## src/rtl/rxdw_pkg.sv

```systemverilog
package rxdw_pkg;

  typedef enum logic [3:0] {
    ST_HEAD,   // collecting the opening bytes
    ST_RREQ,   // issuing a descriptor word read
    ST_RRSP,   // waiting for descriptor read data
    ST_HWR,    // writing the held opening words
    ST_BODY,   // packing further bytes
    ST_BWR,    // writing a packed word
    ST_DROP,   // consuming an unowned frame
    ST_WB      // descriptor write-back
  } rx_state_t;

  typedef enum logic [1:0] {
    CLS_UNI   = 2'd0,
    CLS_BCAST = 2'd1,
    CLS_MCAST = 2'd2
  } dst_class_t;

  localparam logic [31:0] WB_FIXED = 32'h0000_0300;

  // status word: reported length (frame plus four check bytes) in the top half
  function automatic logic [31:0] wb_status(input logic [15:0] nbytes);
    logic [15:0] rep;
    rep = nbytes + 16'd4;
    return {rep, 16'h0000} | WB_FIXED;
  endfunction

  // byte enables for lanes 0..top
  function automatic logic [3:0] lanes_upto(input logic [1:0] top);
    case (top)
      2'd0:    return 4'b0001;
      2'd1:    return 4'b0011;
      2'd2:    return 4'b0111;
      default: return 4'b1111;
    endcase
  endfunction

  function automatic logic [31:0] ring_next(input logic [31:0] cur,
                                            input logic [31:0] base,
                                            input logic        wrap,
                                            input logic [31:0] step);
    return wrap ? base : cur + step;
  endfunction

endpackage

```

## src/rtl/rxdw_classify.sv

```systemverilog
module rxdw_classify
  import rxdw_pkg::*;
(
  input  logic [47:0] dst,   // byte 0 in bits 7:0
  output dst_class_t  cls
);

  always_comb begin
    if (!dst[0])      cls = CLS_UNI;
    else if (&dst)    cls = CLS_BCAST;
    else              cls = CLS_MCAST;
  end

endmodule

```

## src/rtl/rxdw_stats.sv

```systemverilog
module rxdw_stats
  import rxdw_pkg::*;
#(
  parameter int CNT_W = 32
) (
  input  logic             clk,
  input  logic             rst_n,
  input  logic             upd,
  input  logic [15:0]      nbytes,
  input  dst_class_t       cls,
  output logic [CNT_W-1:0] bytes_o,
  output logic [CNT_W-1:0] frames_o,
  output logic [CNT_W-1:0] bcast_o,
  output logic [CNT_W-1:0] mcast_o
);

  localparam logic [CNT_W-1:0] CRC_ADD = CNT_W'(4);

  always_ff @(posedge clk or negedge rst_n) begin
    if (!rst_n) begin
      bytes_o  <= '0;
      frames_o <= '0;
      bcast_o  <= '0;
      mcast_o  <= '0;
    end else if (upd) begin
      bytes_o  <= bytes_o + CNT_W'(nbytes) + CRC_ADD;
      frames_o <= frames_o + CNT_W'(1);
      if (cls == CLS_BCAST) bcast_o <= bcast_o + CNT_W'(1);
      if (cls == CLS_MCAST) mcast_o <= mcast_o + CNT_W'(1);
    end
  end

  assert_frames_step_R8: assert property (@(posedge clk) disable iff (!rst_n)
    upd |=> frames_o == $past(frames_o) + CNT_W'(1));

  assert_class_excl_R7: assert property (@(posedge clk) disable iff (!rst_n)
    !(bcast_o != $past(bcast_o) && mcast_o != $past(mcast_o)));

endmodule

```

## src/rtl/rx_desc_writer.sv

```systemverilog
module rx_desc_writer
  import rxdw_pkg::*;
#(
  parameter int CNT_W     = 32,
  parameter int DESC_STEP = 32,
  parameter int MIN_LEN   = 12,   // multiple of 4, at least 8
  parameter int WRAP_BIT  = 15,
  parameter int OWN_BIT   = 31
) (
  input  logic             clk,
  input  logic             rst_n,
  input  logic             rx_enable,
  input  logic             base_load,
  input  logic [31:0]      rx_base,
  input  logic             in_valid,
  input  logic [7:0]       in_data,
  input  logic             in_last,
  output logic             in_ready,
  output logic             mem_req,
  output logic             mem_we,
  output logic [31:0]      mem_addr,
  output logic [31:0]      mem_wdata,
  output logic [3:0]       mem_be,
  input  logic             mem_gnt,
  input  logic             mem_rvalid,
  input  logic [31:0]      mem_rdata,
  output logic             st_ri,
  output logic             st_nis,
  output logic             st_ru,
  output logic             st_ais,
  output logic [CNT_W-1:0] cnt_bytes,
  output logic [CNT_W-1:0] cnt_frames,
  output logic [CNT_W-1:0] cnt_bcast,
  output logic [CNT_W-1:0] cnt_mcast
);

  localparam int          HEAD_WORDS = MIN_LEN / 4;
  localparam int          HI_W       = $clog2(MIN_LEN);
  localparam int          HS_W       = $clog2(HEAD_WORDS);
  localparam logic [1:0]  LAST_DIDX  = 2'd2;   // three descriptor words read
  localparam logic [15:0] MIN_M1     = 16'(MIN_LEN - 1);
  localparam logic [13:0] HEAD_LASTW = 14'(HEAD_WORDS - 1);
  localparam logic [31:0] STEP       = 32'(DESC_STEP);

  rx_state_t              state_q;
  logic [15:0]            len_q;
  logic [MIN_LEN*8-1:0]   head_q;
  logic                   last_seen_q;
  logic [1:0]             didx_q;
  logic                   own_q;
  logic                   wrap_q;
  logic [31:0]            dbuf_q;
  logic [13:0]            wcnt_q;
  logic [31:0]            pk_q;
  logic [1:0]             pkn_q;
  logic [3:0]             pkbe_q;
  logic                   pklast_q;
  logic [31:0]            cur_ptr_q;

  // named internal events
  logic       accept, head_first, runt_ev, head_full, fetch_done, drop_ev, wb_fire;
  dst_class_t dst_cls;
  logic [HS_W-1:0] hsel;

  assign accept     = in_valid && in_ready;
  assign head_first = accept && (state_q == ST_HEAD) && (len_q == 16'd0);
  assign runt_ev    = accept && (state_q == ST_HEAD) && in_last && (len_q < MIN_M1);
  assign head_full  = accept && (state_q == ST_HEAD) && (len_q == MIN_M1);
  assign fetch_done = (state_q == ST_RRSP) && mem_rvalid && (didx_q == LAST_DIDX);
  assign drop_ev    = fetch_done && !own_q;
  assign wb_fire    = (state_q == ST_WB) && mem_gnt;
  assign hsel       = wcnt_q[HS_W-1:0];

  rxdw_classify u_cls (
    .dst (head_q[47:0]),
    .cls (dst_cls)
  );

  rxdw_stats #(.CNT_W(CNT_W)) u_stats (
    .clk      (clk),
    .rst_n    (rst_n),
    .upd      (wb_fire),
    .nbytes   (len_q),
    .cls      (dst_cls),
    .bytes_o  (cnt_bytes),
    .frames_o (cnt_frames),
    .bcast_o  (cnt_bcast),
    .mcast_o  (cnt_mcast)
  );

  always_comb begin
    case (state_q)
      ST_HEAD:          in_ready = (len_q != 16'd0) || rx_enable;
      ST_BODY, ST_DROP: in_ready = 1'b1;
      default:          in_ready = 1'b0;
    endcase
  end

  always_comb begin
    mem_req   = 1'b0;
    mem_we    = 1'b0;
    mem_addr  = cur_ptr_q;
    mem_wdata = '0;
    mem_be    = 4'hF;
    case (state_q)
      ST_RREQ: begin
        mem_req  = 1'b1;
        mem_addr = cur_ptr_q + {28'd0, didx_q, 2'b00};
      end
      ST_HWR: begin
        mem_req   = 1'b1;
        mem_we    = 1'b1;
        mem_addr  = dbuf_q + {16'd0, wcnt_q, 2'b00};
        mem_wdata = head_q[{hsel, 5'b00000} +: 32];
      end
      ST_BWR: begin
        mem_req   = 1'b1;
        mem_we    = 1'b1;
        mem_addr  = dbuf_q + {16'd0, wcnt_q, 2'b00};
        mem_wdata = pk_q;
        mem_be    = pkbe_q;
      end
      ST_WB: begin
        mem_req   = 1'b1;
        mem_we    = 1'b1;
        mem_wdata = wb_status(len_q);
      end
      default: ;
    endcase
  end

  always_ff @(posedge clk or negedge rst_n) begin
    if (!rst_n) begin
      state_q     <= ST_HEAD;
      len_q       <= '0;
      head_q      <= '0;
      last_seen_q <= 1'b0;
      didx_q      <= '0;
      own_q       <= 1'b0;
      wrap_q      <= 1'b0;
      dbuf_q      <= '0;
      wcnt_q      <= '0;
      pk_q        <= '0;
      pkn_q       <= '0;
      pkbe_q      <= '0;
      pklast_q    <= 1'b0;
      cur_ptr_q   <= '0;
      st_ri       <= 1'b0;
      st_nis      <= 1'b0;
      st_ru       <= 1'b0;
      st_ais      <= 1'b0;
    end else begin
      st_ri  <= runt_ev || wb_fire;
      st_nis <= runt_ev || wb_fire;
      st_ru  <= drop_ev;
      st_ais <= drop_ev;

      case (state_q)
        ST_HEAD: if (accept) begin
          head_q[{len_q[HI_W-1:0], 3'b000} +: 8] <= in_data;
          if (runt_ev) begin
            len_q <= '0;
          end else begin
            len_q <= len_q + 16'd1;
            if (head_full) begin
              last_seen_q <= in_last;
              didx_q      <= '0;
              state_q     <= ST_RREQ;
            end
          end
        end
        ST_RREQ: if (mem_gnt) state_q <= ST_RRSP;
        ST_RRSP: if (mem_rvalid) begin
          case (didx_q)
            2'd0:    own_q  <= mem_rdata[OWN_BIT];
            2'd1:    wrap_q <= mem_rdata[WRAP_BIT];
            default: dbuf_q <= mem_rdata;
          endcase
          didx_q <= didx_q + 2'd1;
          if (!fetch_done) begin
            state_q <= ST_RREQ;
          end else if (own_q) begin
            wcnt_q  <= '0;
            state_q <= ST_HWR;
          end else begin
            len_q   <= '0;
            state_q <= last_seen_q ? ST_HEAD : ST_DROP;
          end
        end
        ST_HWR: if (mem_gnt) begin
          wcnt_q <= wcnt_q + 14'd1;
          if (wcnt_q == HEAD_LASTW) begin
            pk_q    <= '0;
            pkn_q   <= '0;
            state_q <= last_seen_q ? ST_WB : ST_BODY;
          end
        end
        ST_BODY: if (accept) begin
          pk_q[{pkn_q, 3'b000} +: 8] <= in_data;
          len_q <= len_q + 16'd1;
          if (pkn_q == 2'd3 || in_last) begin
            pkbe_q   <= lanes_upto(pkn_q);
            pklast_q <= in_last;
            state_q  <= ST_BWR;
          end else begin
            pkn_q <= pkn_q + 2'd1;
          end
        end
        ST_BWR: if (mem_gnt) begin
          wcnt_q  <= wcnt_q + 14'd1;
          pk_q    <= '0;
          pkn_q   <= '0;
          state_q <= pklast_q ? ST_WB : ST_BODY;
        end
        ST_DROP: if (accept && in_last) state_q <= ST_HEAD;
        ST_WB: if (mem_gnt) begin
          len_q   <= '0;
          state_q <= ST_HEAD;
        end
        default: state_q <= ST_HEAD;
      endcase

      if (base_load)    cur_ptr_q <= rx_base;
      else if (wb_fire) cur_ptr_q <= ring_next(cur_ptr_q, rx_base, wrap_q, STEP);
    end
  end

  // ---------------- assertions ----------------
  assert_start_enabled_R1: assert property (@(posedge clk) disable iff (!rst_n)
    head_first |-> rx_enable);

  assert_runt_no_mem_R2: assert property (@(posedge clk) disable iff (!rst_n)
    runt_ev |-> !mem_req);

  assert_wb_owned_R3: assert property (@(posedge clk) disable iff (!rst_n)
    (mem_req && mem_we) |-> own_q);

  assert_be_contig_R4: assert property (@(posedge clk) disable iff (!rst_n)
    (mem_req && mem_we) |-> (mem_be == 4'b0001 || mem_be == 4'b0011 ||
                             mem_be == 4'b0111 || mem_be == 4'b1111));

  assert_ring_move_R6: assert property (@(posedge clk) disable iff (!rst_n)
    (wb_fire && !base_load && !wrap_q) |=> cur_ptr_q == $past(cur_ptr_q) + STEP);

  assert_pulse_pair_R9: assert property (@(posedge clk) disable iff (!rst_n)
    (st_ri == st_nis) && (st_ru == st_ais) && !(st_ri && st_ru));

  assert_no_overlap_R10: assert property (@(posedge clk) disable iff (!rst_n)
    mem_req |-> !in_ready);

  assert_req_hold_R11: assert property (@(posedge clk) disable iff (!rst_n)
    (mem_req && !mem_gnt) |=> (mem_req && $stable(mem_addr) && $stable(mem_we)
                               && $stable(mem_wdata)));

endmodule

```

## config.mk

```make
export PLATFORM = sky130hd
export DESIGN_NAME = rx_desc_writer
export DESIGN_NICKNAME = d
export VERILOG_FILES = /design/src/rtl/rxdw_pkg.sv /design/src/rtl/rxdw_classify.sv /design/src/rtl/rxdw_stats.sv /design/src/rtl/rx_desc_writer.sv
export SDC_FILE = /design/constraint.sdc
export NUM_CORES = 1
export LEC_CHECK = 0
export BUFFER_PORTS_ARGS = -buffer_cell sky130_fd_sc_hd__buf_4
export CAP_MARGIN = 20
export CELL_PAD_IN_SITES_DETAIL_PLACEMENT = 1
export CELL_PAD_IN_SITES_GLOBAL_PLACEMENT = 1
export CORE_UTILIZATION = 34
export DETAILED_ROUTE_END_ITERATION = 8
export PLACE_DENSITY = 0.68
export REMOVE_ABC_BUFFERS = 1
export SYNTH_ARGS = -nofsm -noshare
export SYNTH_HDL_FRONTEND = slang
export SYNTH_SLANG_ARGS = --single-unit
```

## constraint.sdc

```tcl
create_clock -name clk -period 7 [get_ports clk]
set_input_delay 0.7 -clock clk [delete_from_list [all_inputs] [get_ports clk]]
set_output_delay 0.7 -clock clk [all_outputs]
set_load 0.05 [all_outputs]
```

* Word level (Yosys, flattened, before mapping)
Cells that the tools add are included.
** Storage, ports and cells
- Word-level logic and storage cells :: 180
- Flip-flop bits (word level) :: 368
** Operators by class
- Bitwise operators :: 2
- Order comparisons :: 1
- Reduce and logical (&&, ||, !) cells :: 43
- Multiplexer cells :: 61
- Shifts and indexed selects :: 5
- Eq/ne operators :: 33
- $add $sub $neg :: 15
** Operators with widths (count)
- 32-bit two-way mux :: 7
- 32-bit case mux with 3 select lines :: 2
- 16-bit two-way mux :: 7
- 32-bit by 1-bit adder with 32-bit output (second input constant) :: 3
- 96-bit bitwise mux :: 1
- 8-bit by 9-bit variable shift with 96-bit output (first input constant) :: 1
- 8-bit by 9-bit indexed part select with 96-bit output :: 1
- 96-bit by 8-bit indexed part select with 32-bit output :: 1
- 32-bit by 16-bit adder with 32-bit output :: 2
- 16-bit case mux with 4 select lines :: 1
- 32-bit case mux with 2 select lines :: 1
- 14-bit two-way mux :: 4
- 4-bit two-way mux :: 13
- 48-bit AND reduction :: 1
- 32-bit by 3-bit adder with 32-bit output (second input constant) :: 1
- 32-bit by 4-bit adder with 32-bit output :: 1
- 32-bit by 6-bit adder with 32-bit output (second input constant) :: 1
- 32-bit bitwise mux :: 1
- 2-bit inequality test (second input constant) :: 16
- 4-bit case mux with 8 select lines :: 1
- 8-bit by 7-bit variable shift with 32-bit output (first input constant) :: 1
- 8-bit by 7-bit indexed part select with 32-bit output :: 1
- 14-bit case mux with 2 select lines :: 1
- 2-bit two-way mux :: 13
- 41 further kinds :: 78

* Depth between registers and ports, before layout
- Word-level depth :: 10
- Mapped depth :: 11

* By module
From an unflattened synthesis, not the netlist that was laid out.
** Second synthesis, totals
- Cell total of the unflattened synthesis :: 2162
- Area total of the unflattened synthesis :: 20966.4 um^2
** Modules (own cells, without submodules)
- rx_desc_writer :: seq. area each 5980.7 um^2, cells each 1569, area an instance 14396.3 um^2, instances 1
- rxdw_stats :: seq. area each 3203.1 um^2, cells each 575, area an instance 6453.7 um^2, instances 1
- rxdw_classify :: seq. area each 0.0 um^2, cells each 18, area an instance 116.4 um^2, instances 1

* Least setup slack after synthesis
OpenSTA, ideal clock, no wires.
- Path kind :: reg-to-output
- Start :: register wcnt_q[0]
- End :: output port mem_addr[30]
- Buffers on the path :: 0
- Stages on the path, launching flop included :: 10
- Slack :: 2.988 ns
- Data arrival time :: 3.312 ns
- Cells stage by stage :: dfrtp_1 -> ha_1 -> fa_1 -> a211oi_1 -> o21bai_1 -> and4_1 -> o21ai_1 -> a211oi_1 -> xnor2_1 -> o21ai_0
** On the way
- Word-level cells in the longest chain between the ends :: 2
** RTL lines
- start, declared :: line rx_desc_writer.sv:53 : logic [13:0] wcnt_q;
- start signal, assigned :: line rx_desc_writer.sv:191 : wcnt_q <= wcnt_q + 14'd1;
- start signal, assigned :: line rx_desc_writer.sv:210 : wcnt_q <= wcnt_q + 14'd1;
- 32-bit by 16-bit adder with 32-bit output :: line rx_desc_writer.sv:113, rx_desc_writer.sv:119
- 32-bit case mux with 2 select lines :: line rx_desc_writer.sv:105 : case (state_q)
- end, declared :: line rx_desc_writer.sv:21 : output logic [31:0] mem_addr,
No other way between the ends.

* Worst setup path in the final report
- Start :: register wcnt_q[1]
- End :: output port mem_addr[22]
The elaborated chain is that of the path after synthesis.

==> results.py <==
metrics = {
    "cts": {
        "clkSinkCount": 367,
        "clockBufferDepth": 3,
        "clk_latency_ps": 610,
        "cts.clk_slew.worst_paths_ps": 60,
        "hold_buffers": 0,
        "cts_setup_buffers": 0,
        "cts_buffers": 46,
        "root_buffer": "clkbuf_16",
        "htree_levels": 2,
        "cts_tree": "built",
        "cts_resized": 0,
    },
    "setup_path": {
        "critPathMaxFanout": 40,
        "required_ps": 6300,
        "worst-setup-path-type": "register to output pin",
        "crit_arrival_ps": 4070,
        "end_kind": "output pin",
        "ff2ff_setup_slack_ps": 3320,
        "critPathTopFamily": "compound AO/OA/AOI/OAI gates",
        "worst_path_max_delay_cell": "o21ai_1",
        "start_kind": "register",
        "critPathMostFrequentCell": "buf_4",
        "slowest_delay_ps": 620,
        "crit_chain": "buf_4, fa_1, a211oi_1, o21bai_1, and4_1, o21ai_1, a21boi_0, xnor2_1, o221ai_1, buf_4",
        "cp_num_buf_inv": 2,
    },
    "global_routing": {
        "grt_overflow": 0,
        "grt_pass1_wl_um": 112000,
        "grt_antenna_before_repair": 2,
        "grt_usage_pct": 22.7,
        "grt_pass1_vias": 18900,
        "grt_max_degree": 137,
    },
    "placement": {
        "port_buffers": 282,
        "dp_hpwl_um": 50800,
        "place.gp.congestion": 0.851,
    },
    "route": {
        "vias_per_cell": 5.59,
        "wl_um": 71300,
        "vias": 18000,
        "postRouteAntennaNets": 0,
        "route.detailed.drc": 0,
        "wl_per_cell_um": 22.1,
        "firstDrtPassIters": 5,
        "drtIter0Drc": 1107,
    },
    "sta": {
        "worstMarginPinSlew_ps": 1020,
        "final.min_clock_period_ps": 4770,
        "rsz0062_at_grt": "false",
        "skew_ps": 33.2,
        "slew_headroom_pct": 31.8,
        "fin_tns_setup_ps": 0,
        "drv_slew": 0,
        "hold_viol": 0,
        "finalSetupViolations": 0,
        "finalCritPeriodShare_pct": 68.2,
        "fmax_ghz": 0.210,
    },
    "die": {
        "start_util_pct": 34.5,
        "num_rows": 90,
        "core_um2": 60600,
        "num_io_pins": 283,
        "die_area_um2": 62400,
        "die_x_um": 250,
        "die_h_um": 250,
    },
    "logic_synthesis": {
        "synth_top_area_share_pct": 44.0,
        "yosysSeqAreaShare_pct": 44.0,
        "yosys_warnings": 0,
        "synth_edf_count": 0,
        "synth_seq_cells": 367,
        "netlist_instances": 2165,
        "ys_types": 91,
        "synth_top_area_cell": "dfrtp_1",
        "ys.flop_type": "dfrtp_1",
        "synth_area_leaders": "dfrtp_1, mux2_2, nand2_1",
        "avgSynthCellArea_um2": 9.65,
        "synth_area_um2": 20900,
        "async_flop_share_pct": 100,
    },
    "pwr": {
        "pwr-share-comb_pct": 34.7,
        "p_seq_share_pct": 35.8,
        "power_leakage_nw": 11.7,
        "power_density_nw_per_um2": 328,
        "vdd_drop_max_uv": 163,
        "p_clk_share_pct": 29.5,
        "power_switching_mw": 3.29,
        "internal-power_mw": 4.99,
        "switching_share_pct": 39.7,
        "power.total_mw": 8.28,
    },
    "finish": {
        "area_growth_pct": 20.8,
        "final_nets": 2559,
        "fillers": 6858,
        "drive_gt1_share_pct": 22.2,
    },
    "outcome": {
        "outcome": "finished, final reports clean",
    },
    "flow_run": {
        "cap_violations": 0,
    },
    "min_path": {
        "hp-class": "input pin to asynchronous set/reset pin",
    },
}
-- cells in the final DEF (no fill, tap or decap), types with 13 or more instances in the layout --
master,count
clkbuf_16,46
mux2_2,122
nand2b_1,13
buf_4,295
a211oi_1,16
nand2_1,265
a22oi_1,22
a21oi_1,60
and4_1,15
mux2i_1,36
and3_1,57
o21ai_1,13
o21ai_0,155
nor2_1,141
and2_1,23
ha_1,69
nor3_1,29
a21o_1,17
nand3_1,130
o211ai_1,14
xnor2_1,105
inv_1,47
dfrtp_1,366
xor2_1,64
nand4_1,67
a22o_1,18
-- registers in the layout, summed over array words and instances, names as in the netlist, 3 cells and up --
| signal | cells |
|---|---|
| head_q | 96 |
| wcnt_q | 14 |
| u_stats.bcast_o | 32 |
| state_q | 3 |
| u_stats.bytes_o | 32 |
| pkbe_q | 4 |
| dbuf_q | 32 |
| pk_q | 32 |
| u_stats.mcast_o | 32 |
| u_stats.frames_o | 32 |
| cur_ptr_q | 32 |
| len_q | 16 |
-- final timing paths --
| path | endpoint | cells after the start | start |
|---|---|---|---|
| max in group asynchronous | u_stats.mcast_o[17] | 2 | rst_n |
| min reg2reg | pkbe_q[0] | 1 | pkbe_q[0] |
| min in group clk | cur_ptr_q[0] | 3 | rx_base[0] |
| max reg2reg | pk_q[24] | 8 | state_q[0] |
| max | mem_addr[22] | 10 | wcnt_q[1] |
| min | u_stats.bytes_o[24] | 1 | rst_n |
-- cell families after synthesis --
logic type	Yosys count	share of synthesized area [%]
compound gates	407	12.3
xor+xnor	169	7.09
fa+ha+maj	72	4.42
buf+inv	154	3.17
flops	367	44.0
mux	168	8.98
simple gates	828	20.0
-- synth_stat cells, drive strengths merged, types with 4 or more instances --
master  count
mux2i      36
nand2     266
nor4b       7
o31a        4
and4       16
xor2       64
a31oi      12
a21boi      5
o22ai       7
nand3b      5
nand2b     13
nor3b       6
clkbuf     57
and2       23
o21bai      4
a22oi      22
or4         6
or3        13
o211a       4
o21ai     170
and3       57
a21oi      62
nor4       19
nand4      68
o31ai      10
a211oi     17
ha         69
o22a        6
nand3     131
nor3       35
o211ai     15
xnor2     105
buf        47
inv        50
mux2      132
o221ai      7
a311oi      5
a21o       17
nor2      145
dfrtp     367
o21a        6
a22o       18
nor2b       7
-- power by group through the flow --
stage | clock (mW) | sequential [mW] | combinational [mW]
CTS | 2.52 | 2.95 | 2.88
finish | 2.44 | 2.96 | 2.88
global route | 2.59 | 3.02 | 3.11
floorplan | 0 | 2.99 | 1.77
detailed placement | 0 | 2.99 | 2.86
global placement | 0 | 2.96 | 2.79
-- through the flow --
step                setup WS [ps]  area (um^2)  utilization [%]  hold WS [ps]  std cells
CTS                          2130        25200             41.6           164       3222
finish                       2230        25200             41.7           129       3224
detailed placement           2790        23700             39.1           446       3140
floorplan                    2230        20400                -           404       2061
global placement             2860        23700             39.1           447       3140
global route                 2020        25200             41.7           187       3223
-- per-layer routing --
metal	vias to the layer above	share of wire [%]	track usage [%]
li1	8235	-	-
met1	9250	44	30.5
met2	413	48	37.5
met3	109	4.9	3.62
met4	2	2.6	6.42
met5	-	0.018	0
-- final cells by class --
cell class / instances / area, um^2 / share of cell area [%]
Clock inverter: 14 / 196 / 0.778
Multi-Input combinational cell: 1644 / 11100 / 43.8
Tap cell: 782 / 978 / 3.88
Inverter: 50 / 188 / 0.744
Clock buffer: 68 / 1350 / 5.36
Antenna cell: 1 / 2.50 / 0.00991
Sequential cell: 367 / 9190 / 36.4
Timing Repair Buffer: 298 / 2270 / 8.99
No activity file was read; power rests on OpenSTA's default activity.
